==> config.mk <==
export PLATFORM = sky130hd
export DESIGN_NAME = port_flush_engine
export DESIGN_NICKNAME = d
export VERILOG_FILES = /design/src/rtl/fe_pkg.sv /design/src/rtl/fe_walker.sv /design/src/rtl/fe_row_edit.sv /design/src/rtl/port_flush_engine.sv
export SDC_FILE = /design/constraint.sdc
export NUM_CORES = 1
export LEC_CHECK = 0
export ABC_AREA = 1
export ABC_CLOCK_PERIOD_IN_PS = 1600
export CAP_MARGIN = 25
export CORE_MARGIN = 2
export CORE_UTILIZATION = 37
export DETAILED_ROUTE_END_ITERATION = 8
export PLACE_DENSITY = 0.76
export SLEW_MARGIN = 10
export SYNTH_ARGS = -nofsm -noshare
export SYNTH_HDL_FRONTEND = slang
export SYNTH_SLANG_ARGS = --single-unit
==> constraint.sdc <==
create_clock -name clk_i -period 1.6 [get_ports clk_i]
set_clock_uncertainty 0.15 [all_clocks]
set_input_delay 0.48 -clock clk_i [delete_from_list [all_inputs] [get_ports clk_i]]
set_output_delay 0.48 -clock clk_i [all_outputs]
set_load 0.02 [all_outputs]
==> src/rtl/fe_pkg.sv <==
package fe_pkg;

   typedef enum logic [1:0] {
      KIND_FREE      = 2'd0,
      KIND_ADDR      = 2'd1,
      KIND_VLAN      = 2'd2,
      KIND_VLAN_ADDR = 2'd3
   } row_kind_e;

   typedef enum logic [1:0] {
      PH_IDLE,
      PH_READ,
      PH_DECIDE,
      PH_WRITE
   } phase_e;

   // Field positions that the table and its other users decode.
   localparam int KIND_LSB = 60;
   localparam int MC_BIT   = 40;
   localparam int MAC_W    = 48;
   localparam int PORT_LSB = 66;

endpackage

==> src/rtl/fe_walker.sv <==
module fe_walker #(
   parameter int DEPTH = 16,
   parameter int AW    = (DEPTH > 1) ? $clog2(DEPTH) : 1
) (
   input  logic          clk_i,
   input  logic          rst_ni,
   input  logic          start_i,
   output logic          accept_o,
   output logic          rd_o,
   output logic          dec_o,
   output logic          wr_o,
   output logic          busy_o,
   output logic          done_o,
   output logic [AW-1:0] row_o
);
   import fe_pkg::*;

   localparam logic [AW-1:0] LAST_ROW = AW'(DEPTH - 1);

   if (DEPTH < 1) begin : g_bad_depth
      $error("fe_walker: DEPTH must be at least 1");
   end
   if ((1 << AW) < DEPTH) begin : g_bad_aw
      $error("fe_walker: AW too narrow for DEPTH");
   end

   phase_e        ph_q;
   logic [AW-1:0] row_q;
   logic          done_q;

   always_ff @(posedge clk_i) begin
      if (!rst_ni) begin
         ph_q   <= PH_IDLE;
         row_q  <= '0;
         done_q <= 1'b0;
      end else begin
         done_q <= (ph_q == PH_WRITE) && (row_q == LAST_ROW);
         case (ph_q)
            PH_IDLE: begin
               if (start_i) begin
                  ph_q  <= PH_READ;
                  row_q <= '0;
               end
            end
            PH_READ:   ph_q <= PH_DECIDE;
            PH_DECIDE: ph_q <= PH_WRITE;
            PH_WRITE: begin
               if (row_q == LAST_ROW) begin
                  ph_q <= PH_IDLE;
               end else begin
                  ph_q  <= PH_READ;
                  row_q <= row_q + AW'(1);
               end
            end
            default: ph_q <= PH_IDLE;
         endcase
      end
   end

   assign accept_o = (ph_q == PH_IDLE) && start_i;
   assign rd_o     = (ph_q == PH_READ);
   assign dec_o    = (ph_q == PH_DECIDE);
   assign wr_o     = (ph_q == PH_WRITE);
   assign busy_o   = (ph_q != PH_IDLE);
   assign done_o   = done_q;
   assign row_o    = row_q;

endmodule

==> src/rtl/fe_row_edit.sv <==
module fe_row_edit #(
   parameter int ROW_W = 72,
   parameter int NPORT = 3
) (
   input  logic [ROW_W-1:0] row_i,
   input  logic [NPORT-1:0] mask_i,
   input  logic             mc_only_i,
   output logic             take_o,
   output logic [ROW_W-1:0] row_o
);
   import fe_pkg::*;

   localparam int PN_W = (NPORT > 1) ? $clog2(NPORT) : 1;

   if (PORT_LSB + NPORT > ROW_W) begin : g_bad_row
      $error("fe_row_edit: membership field exceeds ROW_W");
   end
   if (PN_W > NPORT) begin : g_bad_pn
      $error("fe_row_edit: port number wider than membership field");
   end

   row_kind_e        kind;
   logic             is_mc;
   logic             is_bc;
   logic [NPORT-1:0] members;
   logic [NPORT-1:0] remain;
   logic [PN_W-1:0]  port_num;
   logic [NPORT-1:0] port_hot;
   logic             hit_mc;
   logic             hit_uc;

   assign kind     = row_kind_e'(row_i[KIND_LSB +: 2]);
   assign is_mc    = row_i[MC_BIT];
   assign is_bc    = &row_i[MAC_W-1:0];
   assign members  = row_i[PORT_LSB +: NPORT];
   assign port_num = row_i[PORT_LSB +: PN_W];
   assign remain   = members & ~mask_i;
   assign hit_mc   = |(members & mask_i);

   // One-hot decode of the unicast port number; out-of-range values give zero.
   for (genvar p = 0; p < NPORT; p++) begin : g_dec
      assign port_hot[p] = (port_num == PN_W'(p));
   end

   assign hit_uc = |(port_hot & mask_i);
   assign take_o = (kind == KIND_ADDR) || (kind == KIND_VLAN_ADDR);

   always_comb begin
      row_o = row_i;
      if (is_mc) begin
         if (!(mc_only_i && is_bc) && hit_mc) begin
            if (remain == '0) begin
               row_o[KIND_LSB +: 2] = KIND_FREE;
            end else begin
               row_o[PORT_LSB +: NPORT] = remain;
            end
         end
      end else if (!mc_only_i && hit_uc) begin
         row_o[KIND_LSB +: 2] = KIND_FREE;
      end
   end

endmodule

==> src/rtl/port_flush_engine.sv <==
module port_flush_engine #(
   parameter int DEPTH = 16,
   parameter int NPORT = 3,
   parameter int ROW_W = 72,
   localparam int AW   = (DEPTH > 1) ? $clog2(DEPTH) : 1
) (
   input  logic             clk_i,
   input  logic             rst_ni,
   input  logic             start_i,
   input  logic [NPORT-1:0] port_mask_i,
   input  logic             mc_only_i,
   output logic             busy_o,
   output logic             done_o,
   output logic [AW-1:0]    tbl_addr_o,
   output logic             tbl_rd_o,
   input  logic [ROW_W-1:0] tbl_rdata_i,
   output logic             tbl_wr_o,
   output logic [ROW_W-1:0] tbl_wdata_o
);
   import fe_pkg::*;

   if (NPORT < 2) begin : g_bad_nport
      $error("port_flush_engine: NPORT must be at least 2");
   end
   if (ROW_W < KIND_LSB + 2) begin : g_bad_width
      $error("port_flush_engine: ROW_W too small for kind field");
   end

   logic             accept;
   logic             ph_rd;
   logic             ph_dec;
   logic             ph_wr;
   logic [NPORT-1:0] mask_q;
   logic             mc_only_q;
   logic             take_d;
   logic             take_q;
   logic [ROW_W-1:0] edit_d;
   logic [ROW_W-1:0] edit_q;

   fe_walker #(
      .DEPTH (DEPTH),
      .AW    (AW)
   ) u_walk (
      .clk_i    (clk_i),
      .rst_ni   (rst_ni),
      .start_i  (start_i),
      .accept_o (accept),
      .rd_o     (ph_rd),
      .dec_o    (ph_dec),
      .wr_o     (ph_wr),
      .busy_o   (busy_o),
      .done_o   (done_o),
      .row_o    (tbl_addr_o)
   );

   fe_row_edit #(
      .ROW_W (ROW_W),
      .NPORT (NPORT)
   ) u_edit (
      .row_i     (tbl_rdata_i),
      .mask_i    (mask_q),
      .mc_only_i (mc_only_q),
      .take_o    (take_d),
      .row_o     (edit_d)
   );

   // Mask and mode are frozen for the whole scan.
   always_ff @(posedge clk_i) begin
      if (!rst_ni) begin
         mask_q    <= '0;
         mc_only_q <= 1'b0;
      end else if (accept) begin
         mask_q    <= port_mask_i;
         mc_only_q <= mc_only_i;
      end
   end

   always_ff @(posedge clk_i) begin
      if (!rst_ni) begin
         take_q <= 1'b0;
         edit_q <= '0;
      end else if (ph_dec) begin
         take_q <= take_d;
         edit_q <= edit_d;
      end
   end

   assign tbl_rd_o    = ph_rd;
   assign tbl_wr_o    = ph_wr && take_q;
   assign tbl_wdata_o = edit_q;

endmodule

== Word level (Yosys, flattened, before mapping) ==
Index checks and enable logic that the tools add are counted.
Cells by class
  add/sub/neg operators: 1
  equality and inequality tests: 10
  muxes and demuxes: 13
  bitwise operators: 4
  reductions and logical operators: 18
Operator list (count)
  $reduce_and 48->1: 1
  $mux 2: 5
  $and 3x3->3: 3
  $mux 3: 3
  $eq 2x2->1 const B: 4
  $mux 4: 2
  $pmux 2 s4: 1
  $pmux 4 s2: 1
  $eq 2x1->1 const B: 3
  $logic_and 1x1->1: 6
  $reduce_or 3->1: 2
  $add 4x1->4 const B: 1
  $eq 4x4->1 const B: 1
  $logic_not 2->1: 2
  $ne 2x2->1 const B: 2
  $reduce_bool 2->1: 2
  $logic_not 3->1: 1
  $not 3->3: 1
  $reduce_and 3->1: 1
  $logic_not 1->1: 2
  $logic_or 1x1->1: 1
  $mux 1: 1
Word-level totals
  register bits: 84
  input port bits: 79

== Logic depth before layout (Yosys ltp) ==
  depth in word-level cells: 6
  depth in mapped cells: 10

== Cells and area by module ==
Synthesis repeated with hierarchy kept, for this count alone.
Unflattened totals
  cells, all modules: 716
  area, all modules: 4625.7 µm²
Modules (own cells, without submodules)
  port_flush_engine: instances 1, cells each 490, area an instance 3264.4 µm²
  fe_row_edit: instances 1, cells each 156, area an instance 897.1 µm²
  fe_walker: instances 1, cells each 70, area an instance 464.2 µm²

== Least setup slack after synthesis ==
Ideal clock, no wire load.
  path type: flip-flop to flip-flop
  start: register u_walk.ph_q[0]
  end: register u_walk.row_q[3], in the netlist u_walk.row_o[3]
  setup time: 0.118 ns
  arrival time: 1.357 ns
  data required time: 1.332 ns
  path slack: -0.025 ns
  stages on the path, launching flop included: 11
  clock period less this slack: 1.625 ns
  cell sequence: dfxtp_1 -> inv_1 -> ha_1 -> inv_2 -> nor2_2 -> nor2_1 -> nand2_2 -> inv_2 -> nand4_1 -> o21ai_1 -> a21oi_1
On the way
  cells in the longest elaborated chain, start to end: 3
  elaborated cells between the ends (all ways): 7
  those cells by class: eq/ne (3); mux (1); reduce/logical (3)
RTL lines
  start: declaration: line fe_walker.sv:27  | phase_e ph_q;
  start signal: assignment: line fe_walker.sv:33  | ph_q <= PH_IDLE;
  start signal: assignment: line fe_walker.sv:41  | ph_q <= PH_READ;
  start signal: assignment: line fe_walker.sv:45  | PH_READ: ph_q <= PH_DECIDE;
  $eq 2x2->1 / $logic_not 2->1 (equally long branches): line fe_walker.sv:38  | case (ph_q)
  $ne 2x2->1 (no source line) / $reduce_bool 2->1 (equally long branches)
  $reduce_and 3->1 (no source line)
  end signal: assignment: line fe_walker.sv:52  | row_q <= row_q + AW'(1);
  end: declaration: line fe_walker.sv:28  | logic [AW-1:0] row_q;
Several ways; a longest one is shown, not always the timed one.
A chain may end at the register's enable or synchronous reset.

== Final worst setup path ==
  start: register u_walk.ph_q[0]
  end: output tbl_rd_o
On the way
  cells in the longest elaborated chain, start to end: 1
RTL lines
  $eq 2x1->1: line fe_walker.sv:61  | assign rd_o = (ph_q == PH_READ);
  end: declaration: line port_flush_engine.sv:15  | output logic tbl_rd_o,
No other way between the ends.

==> results_dict.tcl <==
set metrics [dict create \
    synth_area_sq_um 3390 \
    finalHoldViolCount 0 \
    multi_input_area_sq_um 1660 \
    static-leakage-power_nw 2.79 \
    numCtsBuffers 9 \
    relSlewSlack 0.820 \
    drt_pre_antenna_iters 4 \
    drt-initial-drc-count 140 \
    drt_drc_violations_left 0 \
    first_global_vias 3628 \
    start_point_of_the_worst_min_delay_path "tbl_rdata_i[30]" \
    max_slew.worst_pin.slew_ns 0.269 \
    storage_element_area_sq_um 1690 \
    number_of_distinct_library_cells_after_synthesis 23 \
    failing_checks "negative setup slack" \
    area_growth_pct 59.6 \
    htree_num_levels 3 \
    final_max_slew_viol_count 0 \
    timing_worst_setup_path_type "reg -> out" \
    final_min_period_over_clock_period 1.09 \
    initial_core_util 0.385 \
    synthesis.instances 463 \
    number_of_instances_on_the_worst_hold_path 3 \
    syn-num-nets 548 \
    synth.yosys.seq_area_share 0.496 \
    global_route.overflow_total 0 \
    half_perimeter_wire_length_of_the_detailed_placement_result_um 7320 \
    worstPathArrival_ns 1.12 \
    total_wirelength_um 10700 \
    vdd_drop_max_uv 932 \
    tns_ns -0.484 \
    post_route_cells_drive_above_1_share 0.304 \
    routabilityCongestion 0.856 \
    critPathLaunchType "flop" \
    grt_max_degree 48 \
    die-width_um 99.7 \
    numClockSinks 84 \
    clk_latency_ns 0.35 \
    cts_buffer_depth 2 \
    antenna_found_initial 0 \
    yosys-top-cells-area "sky130_fd_sc_hd__dfxtp_1 (50%), sky130_fd_sc_hd__nor2_1 (17%), sky130_fd_sc_hd__o21ai_1 (6.5%)" \
    cap_violations 0 \
    finalWorstSetupSlack_ns -0.151 \
    coreArea_sq_um 8810 \
    synth.yosys.warnings 0 \
    power.density_cell_area_nw_per_um2 1640 \
    grt_use_total 0.205 \
    via_count 3669 \
    cts_tree "done" \
    worst-endpoint-required_ns 0.97 \
    worst_hold_path_type "in -> reg" \
    antenna-diode-count 0 \
    status "complete, but fails checks" \
    crit_start "u_walk.ph_q[0]$_SDFFE_PN0P_" \
    synthDominantAreaCellType "sky130_fd_sc_hd__dfxtp_1" \
    synth_area_per_cell_sq_um 7.32 \
    kind_of_end_point_of_the_critical_path "output port" \
    portBuffers 158 \
    setup_viol 4 \
    io_pins 159 \
    num-nets-final 729 \
    post_drt_wl_per_cell_um 14.1 \
    unrepaired_setup_endpoints_after_global_routing "yes" \
    yosys.area.top_type_share 0.496 \
    final_design_utilization 0.614 \
    layout.filler_cells 797 \
    final.min_clock_period_ns 1.75 \
    worst_setup_hold_path_clk_slew_ns 0.09 \
    final_cell_mix "sky130_fd_sc_hd__nor2_1 (140), sky130_fd_sc_hd__dfxtp_1 (80), sky130_fd_sc_hd__buf_2 (77)" \
    rows 34 \
    critPathMaxFanout 3 \
    cts_root_buf "sky130_fd_sc_hd__clkbuf_8" \
    viasPerCell 4.85 \
    layout.cells.most_common "sky130_fd_sc_hd__nor2_1" \
    rr_startpoint "u_walk.ph_q[0]$_SDFFE_PN0P_" \
    die_y_um 99.7 \
    r2r.worst_path.cells 11 \
    drt.antenna.violating_nets 0 \
    grt_pass1_wl_um 16600 \
    die_area_sq_um 9940 \
    ys_ff_latch 84 \
    timing.fmax_ghz 0.571 \
]
[cells in the mapped netlist (all sizes together)]
cell / count
o2111ai: 1
nor2: 156
nand2: 53
clkbuf: 9
dfxtp: 84
a211oi: 1
clkinv: 2
o21ai: 77
inv: 25
ha: 6
nand3: 15
o221ai: 1
buf: 14
nand4: 1
a21oi: 18
[per-stage QoR]
step / total power [mW] / setup WS, ns / hold slack, ns / instance area, sq um / instances
final: 8.84 / -0.151 / 0.239 / 5410 / 757
after global placement: 7.56 / -0.517 / 0.305 / 5270 / 737
after detailed placement: 7.68 / -0.522 / 0.308 / 5270 / 737
after floorplan: 5.42 / 0.0234 / 0.290 / 3390 / 463
after CTS: 8.92 / -0.153 / 0.324 / 5420 / 756
after global routing: 9.43 / -0.192 / 0.238 / 5410 / 757
[state kept, by name, indices dropped and copies added (netlist names)]
name	count
u_walk.done_o	1
u_walk.row_o	4
u_walk.ph_q	2
take_q	1
tbl_wdata_o	72
mc_only_q	1
mask_q	3
[timing repair]
action	CTS	global route
setup endpoints to repair	89	55
setup buffers	4	0
gates cloned	0	1
gates resized for setup	319	99
hold buffers	0	0
pin swaps	6	30
[metal layers]
layer | track usage | part of all wire
met5 | 0 | 0
met4 | 0.0369 | 0.013
met3 | 0.0808 | 0.082
met2 | 0.359 | 0.49
met1 | 0.240 | 0.42
[layout make-up]
class	instances	area share
clock inverters	5	0.00694
multi-input cells	329	0.308
flip-flops and latches	84	0.313
repair buffers	193	0.300
well taps	108	0.0250
inverters	27	0.0211
clock buffers	11	0.0262
[where the power goes]
group / switching [mW] / leakage [nW] / internal [mW]
sequential: 0.372 / 0.691 / 2.80
combinational: 2.59 / 2.01 / 1.72
clock: 0.758 / 0.0855 / 0.609
[logic make-up (layout without fill, tap and decap cells)]
family / after synthesis / count (layout) / share of synthesized area
AOI/OAI and AO/OA: 98 / 98 / 0.155
adders and majority gates: 6 / 6 / 0.0222
buffers and inverters: 50 / 236 / 0.0602
DFF: 84 / 84 / 0.496
and+or+nand+nor: 225 / 225 / 0.266
[critical path, stage by stage, from the launching register on]
cell and delay [ns]:
sky130_fd_sc_hd__dfxtp_4 0.38, sky130_fd_sc_hd__buf_6 0.12, sky130_fd_sc_hd__ha_4 0.15, sky130_fd_sc_hd__buf_6 0.12
[worst paths after layout]
check / slack, ns / to
worst max-delay path: -0.15 / tbl_rd_o
worst min register to register: 0.33 / tbl_wdata_o[61]$_SDFFE_PN0N_
worst min-delay path: 0.24 / tbl_wdata_o[30]$_SDFFE_PN0N_
worst max register to register: -0.06 / u_walk.row_o[3]$_SDFFE_PN0P_
(Power assumes the default switching activity.)
